**src/rtl/mtpwm_pkg.sv**
```systemverilog
package mtpwm_pkg;
  localparam int N_MATCH = 4;
  localparam int IDX_W   = $clog2(N_MATCH);
  localparam int ADDR_W  = 3;
  localparam int DATA_W  = 32;

  localparam logic [ADDR_W-1:0] A_RSTMSK = 3'd4;
  localparam logic [ADDR_W-1:0] A_PWMEN  = 3'd5;
  localparam logic [ADDR_W-1:0] A_STAT   = 3'd6;
endpackage

```
**src/rtl/mtpwm_persel.sv**
```systemverilog
module mtpwm_persel
  import mtpwm_pkg::*;
(
  input  logic [N_MATCH-1:0] rst_mask,
  output logic               has_per,
  output logic [IDX_W-1:0]   per_idx
);
  // Lowest index with reset-on-match wins.
  always_comb begin
    has_per = |rst_mask;
    per_idx = '0;
    for (int i = N_MATCH - 1; i >= 0; i--) begin
      if (rst_mask[i]) per_idx = IDX_W'(i);
    end
  end
endmodule

```
**src/rtl/mtpwm_regs.sv**
```systemverilog
module mtpwm_regs
  import mtpwm_pkg::*;
#(
  parameter int CNT_W   = 16,
  parameter int NUM_OUT = 4
) (
  input  logic                            clk,
  input  logic                            rst_n,
  input  logic                            we,
  input  logic [ADDR_W-1:0]               addr,
  input  logic [DATA_W-1:0]               wdata,
  output logic [DATA_W-1:0]               rdata,
  input  logic                            has_per,
  input  logic [IDX_W-1:0]                per_idx,
  output logic [N_MATCH-1:0][CNT_W-1:0]   match_o,
  output logic [N_MATCH-1:0]              rst_mask_o,
  output logic [NUM_OUT-1:0]              pwm_en_o,
  output logic                            err_o
);
  localparam logic [N_MATCH-1:0] OUT_MASK = N_MATCH'((1 << NUM_OUT) - 1);

  logic [N_MATCH-1:0][CNT_W-1:0] m_q, m_d;
  logic [N_MATCH-1:0]            msk_q, msk_d;
  logic [N_MATCH-1:0]            en_q, en_d;

  always_comb begin
    m_d   = m_q;
    msk_d = msk_q;
    en_d  = en_q;
    if (we) begin
      if (!addr[2]) begin
        m_d[addr[IDX_W-1:0]] = wdata[CNT_W-1:0];
      end else if (addr == A_RSTMSK) begin
        msk_d = wdata[N_MATCH-1:0];
      end else if (addr == A_PWMEN) begin
        en_d = wdata[N_MATCH-1:0] & OUT_MASK;
      end
    end
  end

  always_ff @(posedge clk or negedge rst_n) begin
    if (!rst_n) begin
      m_q   <= '0;
      msk_q <= '0;
      en_q  <= '0;
    end else begin
      m_q   <= m_d;
      msk_q <= msk_d;
      en_q  <= en_d;
    end
  end

  assign err_o = (|en_q) && !(has_per && (m_q[per_idx] != '0));

  always_comb begin
    rdata = '0;
    if (!addr[2]) begin
      rdata[CNT_W-1:0] = m_q[addr[IDX_W-1:0]];
    end else if (addr == A_RSTMSK) begin
      rdata[N_MATCH-1:0] = msk_q;
    end else if (addr == A_PWMEN) begin
      rdata[N_MATCH-1:0] = en_q;
    end else if (addr == A_STAT) begin
      rdata[0] = err_o;
    end
  end

  assign match_o    = m_q;
  assign rst_mask_o = msk_q;
  assign pwm_en_o   = en_q[NUM_OUT-1:0];
endmodule

```
**src/rtl/mtpwm_shadow.sv**
```systemverilog
module mtpwm_shadow
  import mtpwm_pkg::*;
#(
  parameter int CNT_W = 16
) (
  input  logic                          clk,
  input  logic                          rst_n,
  input  logic                          load,
  input  logic [N_MATCH-1:0][CNT_W-1:0] match_i,
  output logic [N_MATCH-1:0][CNT_W-1:0] eff_o
);
  logic [N_MATCH-1:0][CNT_W-1:0] sh_q, sh_d;

  // On a load cycle the new values already govern the count-0 compare.
  always_comb begin
    sh_d  = load ? match_i : sh_q;
    eff_o = sh_d;
  end

  always_ff @(posedge clk or negedge rst_n) begin
    if (!rst_n) sh_q <= '0;
    else        sh_q <= sh_d;
  end
endmodule

```
**src/rtl/mtpwm_chan.sv**
```systemverilog
module mtpwm_chan #(
  parameter int CNT_W = 16
) (
  input  logic             clk,
  input  logic             rst_n,
  input  logic             clr,
  input  logic             adv,
  input  logic             run_ok,
  input  logic             is_per,
  input  logic [CNT_W-1:0] cnt,
  input  logic [CNT_W-1:0] thr,
  input  logic [CNT_W-1:0] per,
  input  logic             sel_pwm,
  input  logic             ext,
  output logic             lvl_q,
  output logic             out
);
  logic lvl, lvl_d;

  always_comb begin
    lvl = run_ok && !is_per && (cnt >= thr) && (cnt < per);
    if (clr)      lvl_d = 1'b0;
    else if (adv) lvl_d = lvl;
    else          lvl_d = lvl_q;
  end

  always_ff @(posedge clk or negedge rst_n) begin
    if (!rst_n) lvl_q <= 1'b0;
    else        lvl_q <= lvl_d;
  end

  assign out = sel_pwm ? lvl_q : ext;
endmodule

```
**src/rtl/mtpwm_gen.sv**
```systemverilog
module mtpwm_gen
  import mtpwm_pkg::*;
#(
  parameter int CNT_W   = 16,
  parameter int NUM_OUT = 4
) (
  input  logic               clk,
  input  logic               rst_n,
  input  logic               reg_we,
  input  logic [ADDR_W-1:0]  reg_addr,
  input  logic [DATA_W-1:0]  reg_wdata,
  output logic [DATA_W-1:0]  reg_rdata,
  input  logic               tmr_en,
  input  logic               tmr_clr,
  input  logic [CNT_W-1:0]   tmr_cnt,
  input  logic [NUM_OUT-1:0] ext_match,
  output logic [NUM_OUT-1:0] pwm_o,
  output logic               cyc_stb,
  output logic               cnt_clr
);
  logic [1:0] rs_q;
  logic       rst_sync_n;

  always_ff @(posedge clk or negedge rst_n) begin
    if (!rst_n) rs_q <= '0;
    else        rs_q <= {rs_q[0], 1'b1};
  end
  assign rst_sync_n = rs_q[1];

  logic [N_MATCH-1:0][CNT_W-1:0] match_r, eff_m;
  logic [N_MATCH-1:0]            rst_mask;
  logic [NUM_OUT-1:0]            pwm_en;
  logic [NUM_OUT-1:0]            pwm_q;
  logic                          has_per, err, run_ok, load;
  logic [IDX_W-1:0]              per_idx;
  logic [CNT_W-1:0]              eff_per;
  logic                          stb_q, stb_d;

  mtpwm_persel u_sel (
    .rst_mask (rst_mask),
    .has_per  (has_per),
    .per_idx  (per_idx)
  );

  mtpwm_regs #(.CNT_W(CNT_W), .NUM_OUT(NUM_OUT)) u_regs (
    .clk        (clk),
    .rst_n      (rst_sync_n),
    .we         (reg_we),
    .addr       (reg_addr),
    .wdata      (reg_wdata),
    .rdata      (reg_rdata),
    .has_per    (has_per),
    .per_idx    (per_idx),
    .match_o    (match_r),
    .rst_mask_o (rst_mask),
    .pwm_en_o   (pwm_en),
    .err_o      (err)
  );

  assign load = tmr_en && (tmr_cnt == '0);

  mtpwm_shadow #(.CNT_W(CNT_W)) u_shd (
    .clk     (clk),
    .rst_n   (rst_sync_n),
    .load    (load),
    .match_i (match_r),
    .eff_o   (eff_m)
  );

  assign eff_per = eff_m[per_idx];
  assign run_ok  = has_per && (eff_per != '0);
  assign cnt_clr = tmr_en && !tmr_clr && run_ok && (tmr_cnt == (eff_per - 1'b1));

  always_comb begin
    if (tmr_clr) stb_d = 1'b0;
    else         stb_d = load && run_ok;
  end

  always_ff @(posedge clk or negedge rst_sync_n) begin
    if (!rst_sync_n) stb_q <= 1'b0;
    else             stb_q <= stb_d;
  end
  assign cyc_stb = stb_q;

  for (genvar g = 0; g < NUM_OUT; g++) begin : g_ch
    mtpwm_chan #(.CNT_W(CNT_W)) u_ch (
      .clk     (clk),
      .rst_n   (rst_sync_n),
      .clr     (tmr_clr),
      .adv     (tmr_en),
      .run_ok  (run_ok),
      .is_per  (has_per && (per_idx == IDX_W'(g))),
      .cnt     (tmr_cnt),
      .thr     (eff_m[g]),
      .per     (eff_per),
      .sel_pwm (pwm_en[g]),
      .ext     (ext_match[g]),
      .lvl_q   (pwm_q[g]),
      .out     (pwm_o[g])
    );
  end
endmodule

```
**config.mk**
```make
export PLATFORM = sky130hd
export DESIGN_NAME = mtpwm_gen
export DESIGN_NICKNAME = d
export VERILOG_FILES = /design/src/rtl/mtpwm_pkg.sv /design/src/rtl/mtpwm_persel.sv /design/src/rtl/mtpwm_regs.sv /design/src/rtl/mtpwm_shadow.sv /design/src/rtl/mtpwm_chan.sv /design/src/rtl/mtpwm_gen.sv
export SDC_FILE = /design/constraint.sdc
export NUM_CORES = 1
export LEC_CHECK = 0
export ABC_CLOCK_PERIOD_IN_PS = 11100
export BUFFER_PORTS_ARGS = -buffer_cell sky130_fd_sc_hd__buf_4
export CORE_MARGIN = 5
export CORE_UTILIZATION = 46
export DETAILED_ROUTE_END_ITERATION = 10
export GPL_ROUTABILITY_DRIVEN = 0
export PLACE_DENSITY_LB_ADDON = 0.05
export SLEW_MARGIN = 20
export SYNTH_ARGS = -nofsm -noshare
export SYNTH_HDL_FRONTEND = slang
export SYNTH_SLANG_ARGS = --single-unit
```
**constraint.sdc**
```tcl
create_clock -name clk -period 11.1 [get_ports clk]
set_input_delay 3.33 -clock clk [delete_from_list [all_inputs] [get_ports clk]]
set_output_delay 3.33 -clock clk [all_outputs]
set_load 0.005 [all_outputs]
```
### Yosys cells after proc, flatten, opt, wreduce, memory -nomap -nowiden

Cells that the tools add are included.

| storage, ports and cells | value |
|---|---|
| flip-flop bits (word level) | 143 |
| input bits | 60 |
| logic and storage cells | 108 |
| output and inout port bits | 38 |

| operators by class | value |
|---|---|
| reductions and logical operators | 41 |
| eq/ne operators | 7 |
| bitwise gates (word level) | 2 |
| $add $sub $neg | 1 |
| multiplexer cells | 33 |
| order comparisons | 8 |

Operators by type and width:

| cell | count |
|---|---|
| $bmux 16 s2 | 3 |
| $bwmux 64 | 1 |
| $ge 16x16->1 | 4 |
| $mux 16 | 4 |
| $mux 64 | 1 |
| $demux 16 s2 | 1 |
| $reduce_bool 16->1 | 2 |
| $logic_and 1x1->1 | 25 |
| $eq 16x16->1 | 1 |
| $logic_not 16->1 | 1 |
| $lt 16x16->1 | 1 |
| $sub 16x1->16 const B | 1 |
| $mux 1 | 15 |
| $mux 12 | 1 |
| $eq 3x3->1 const B | 3 |
| $mux 2 | 4 |
| $mux 4 | 2 |
| $reduce_or 4->1 | 2 |
| $logic_not 1->1 | 6 |
| $lt 2x3->1 const B | 2 |
| $eq 2x2->1 const B | 2 |
| $reduce_and 4->1 | 1 |
| $mux 3 | 1 |
| $reduce_and 3->1 | 1 |
| other kinds (6) | 7 |

### Longest topological paths before layout

| logic depth | value |
|---|---|
| depth after elaboration | 14 |
| gate-level depth with buffers | 21 |
| depth with buffers taken out | 16 |

### Modules after synthesis

From an unflattened synthesis, not the netlist that was laid out.

| unflattened totals | value |
|---|---|
| cells, all modules | 981 |
| area, all modules | 10900.5 um^2 |

By module, submodules not included:

| module | seq. area each (um^2) | area an instance (um^2) | cells each | instances |
|---|---|---|---|---|
| mtpwm_regs | 1801.7 | 3653.5 | 258 | 1 |
| mtpwm_chan | 25.0 | 829.5 | 111 | 4 |
| mtpwm_shadow | 1601.5 | 2678.8 | 135 | 1 |
| mtpwm_gen | 75.1 | 1214.9 | 137 | 1 |
| mtpwm_persel | 0.0 | 35.0 | 7 | 1 |

### Worst setup path before layout

OpenSTA, ideal clock, no wires.

| timing | value |
|---|---|
| path kind | input to output |
| from | in tmr_cnt[6] |
| to | out cnt_clr |
| cell stages on the path | 18 |
| path slack | 0.999 ns |
| arrival | 6.771 ns |
| cells stage by stage | buf_2 -> nor4_4 -> and4_4 -> nand2_4 -> buf_6 -> buf_6 -> clkbuf_1 -> buf_1 -> a311oi_1 -> a211oi_1 -> ha_1 -> clkbuf_1 -> o21ai_0 -> nor2_1 -> xnor2_1 -> o2111ai_1 -> a2111o_1 -> nor4_2 |

| between the ends | value |
|---|---|
| word-level cells in the longest chain between the ends | 9 |

Ends and longest elaborated chain:

| what | line | RTL |
|---|---|---|
| start: declaration | mtpwm_gen.sv:15 | `input logic [CNT_W-1:0] tmr_cnt,` |
| branches (longest 8 deep; another with $sub 16x1->16) | n/a |  |
| $logic_and 1x1->1 * | mtpwm_gen.sv:72 | `assign cnt_clr = tmr_en && !tmr_clr && run_ok && (tmr_cnt == (eff_per - 1'b1));` |
| end: declaration | mtpwm_gen.sv:19 | `output logic cnt_clr` |

Mark *: on every way between the ends. The select of a mux whose other input is x is not followed.

### Final worst setup path

| timing | value |
|---|---|
| from | in tmr_cnt[11] |
| to | out cnt_clr |

Same word-level chain as after synthesis.

==> results.tsv <==
metric	value	unit
Initial Utilization	0.467	
FF+latch count, synth	143	
total CTS buffers	17	
DR iter-0 viols	814	
Synth cell types	99	
filler cell count	2027	
Bufs and invs on worst path	2	
Sw Pwr	0.000649	W
gr usage total	0.263	
first-pass GRT wire length	49.6	mm
via count	8243	
Clk Latency, worst-skew pair	0.43	ns
Slew @ Worst Pin	1.02	ns
delay-heaviest family, CP	simple AND/OR/NAND/NOR gates	
Synthesis Warnings	0	
CP Data Required Time	7.77	ns
Primary FF master, synth	dfrtp_1	
total core area	21800	sq um
Std-Cell Rows	54	
Detail Route Antenna Nets	0	
Hold Buf Count CTS	0	
Die X	159	um
Hold WC Path Type	register to asynchronous set/reset pin	
post-cts repair resize count	0	
CP cell instances	buf_4 -> nor4_2 -> and4_4 -> nand2_4 -> a211oi_1 -> ha_1 -> o21ai_0 -> nor2_1 -> xnor2_1 -> o2111ai_1 -> a2111o_1 -> nor4_2 -> buf_4	
Final Setup Violations	0	
Synth Instances	989	
vias in the first global route	8130	
DP HPWL	23.5	mm
Area Overhead vs Synth	11.6	%
fin. max-slew vios	0	
commonest cells after routing, fill and taps aside	dfrtp_1, buf_4, mux2_2	
CTS max path bufs	2	
maximum VDD drop	0.108	mV
die height	159	um
Max Fclk	97.6	MHz
initial antenna violation count	0	
total gr overflow	0	
Antenna Cells	0	
port buffer count	65	
hold slack	0.208	ns
CP max stage delay	0.56	ns
post-CTS setup buffers	0	
Clk pwr share	0.328	
share of cells above drive strength 1	0.235	
CTS root buf	clkbuf_16	
setup TNS	0	ns
Final Skew	0.0129	ns
number of synthesized flops with an enable pin	0	
clock sinks	143	
Final min period	10.25	ns
PwrDens	154	nW/um^2
commonest non-fill, non-tap cell in the layout	dfrtp_1	
WP depth	13	
Clock transition at path regs	0.07	ns
crit share post-route	0.923	
WL/cell	24.1	um
die area	25100	sq um
Post-synth ARST share	1.00	
combinational fraction of design power	0.263	
RSZ-0062 raised after global routing	false	
H-tree Lvls	4	
outcome	complete, no violations	
post-synthesis sequential area ratio	0.352	
leak pwr	5.55	nW
largest net degree at the start of global routing	75	
Reg2Reg Depth	14	
max_slew headroom	0.322	
Boundary Pins	98	
Setup crit end kind	output port	
CP Launch Type	input pin	
internal power	0.00110	W
Final Hold Viols	0	
routed vias/inst	6.23	
mean post-synth cell area	10.3	sq um
arrival time of the worst setup path	6.92	ns
Final Net Count	1151	
Multi-input gate area	5950	sq um
Reg power frac	0.409	
final wirelength	31.9	mm
max_cap viols	0	
drt drc	0	
CTS tree	yes	
critical path type	input pin to output port	
Crit-path slowest cell	a211oi_1	
Storage cell area	3580	sq um
Post-Syn Area	10200	sq um
crit path max fanout	13	
switching share of power	0.371	
drt first pass iters	7	
==> worst reg2reg max path, delay by kind of cell, from the launching register on <==
family / cells / cell delay, ns
adders and majority gates: 1 / 0.21
AOI/OAI and AO/OA: 8 / 1.65
buffers and inverters: 1 / 0.17
and+or+nand+nor: 3 / 1.54
muxes: 1 / 0.35
DFF: 1 / 0.67
==> synth_stat cells (11+ instances only) <==
library cell / instances / area share
xnor2_1: 11 / 0.0095
nand2_1: 71 / 0.026
clkbuf_1: 20 / 0.0074
nor2_1: 28 / 0.010
nand3_1: 22 / 0.011
nor3_1: 12 / 0.0059
mux2i_1: 55 / 0.054
buf_2: 14 / 0.0069
buf_4: 28 / 0.021
dfrtp_1: 143 / 0.35
mux2_2: 77 / 0.085
nor2b_1: 20 / 0.012
o21ai_0: 34 / 0.017
ha_1: 61 / 0.075
a21o_1: 21 / 0.016
nor4_1: 19 / 0.012
nand3b_1: 12 / 0.0089
mux4_2: 16 / 0.035
a21oi_1: 39 / 0.019
inv_1: 67 / 0.025
nand4_1: 11 / 0.0068
==> power by group through the flow <==
stage	clock network (W)	registers, W	logic, W
final	0.000573	0.000714	0.000460
after floorplan	0	0.000649	0.000346
after detailed placement	0	0.000720	0.000456
after global placement	0	0.000720	0.000453
after global routing	0.000603	0.000722	0.000502
after CTS	0.000581	0.000710	0.000459
==> kinds of logic (layout without fill, tap and decap cells) <==
| kind of cell | count (synthesis) | count (layout) | synth area share |
|---|---|---|---|
| xor gates and xnor gates | 17 | 17 | 0.0147 |
| adders and majority gates | 66 | 66 | 0.0801 |
| DFF | 143 | 143 | 0.352 |
| muxes | 152 | 152 | 0.182 |
| AOI/OAI and AO/OA | 205 | 205 | 0.150 |
| and+or+nand+nor | 263 | 263 | 0.152 |
| other | 2 | 17 | 0.000740 |
| buffers and inverters | 141 | 180 | 0.0679 |
==> layer usage <==
metal  global-route usage  up-vias  part of all wire
li1                     -     3742                 -
met1                0.406     4139              0.48
met2                0.380      323              0.43
met3               0.0438       39             0.075
met4               0.0703        0             0.019
met5                    0        -                 0
==> state kept, by name, summed over array words and instances, names as in the netlist <==
signal	cells
cyc_stb	1
g_ch.u_ch.lvl_q	4
rs_q	2
u_regs.match_o	64
u_regs.pwm_en_o	4
u_regs.rst_mask_o	4
u_shd.sh_q	64
==> area by class of cell <==
cell class / count / area share
repair buffers: 79 / 0.0535
well taps: 280 / 0.0309
multi-input cells: 720 / 0.525
clock inverters: 15 / 0.0140
clock buffers: 17 / 0.0376
flip-flops and latches: 143 / 0.316
inverters: 69 / 0.0229
==> through the flow <==
stage	setup slack (ns)	utilization	power, W	cell area (sq um)	cells
floorplan	0.999	-	0.000995	10200	1004
global placement	0.875	0.494	0.00117	10700	1291
detailed placement	0.820	0.494	0.00118	10700	1291
CTS	0.823	0.521	0.00175	11300	1323
global route	0.717	0.521	0.00183	11300	1323
finish	0.850	0.521	0.00175	11300	1323
==> path summary, 6_finish.rpt <==
| kind | startpoint | endpoint | slack (ns) |
|---|---|---|---|
| setup / recovery | tmr_cnt[11] | cnt_clr | 0.85 |
| hold / removal | rs_q[1] | u_regs.match_o[17] | 0.21 |
| setup reg to reg | u_regs.rst_mask_o[1] | g_ch[0].u_ch.lvl_q | 6.46 |
| hold reg to reg | rs_q[1] | u_regs.match_o[17] | 0.21 |
| max in group asynchronous | rst_n | rs_q[1] | 8.34 |
| min in group clk | rs_q[0] | rs_q[1] | 0.35 |
(Power assumes the default switching activity.)
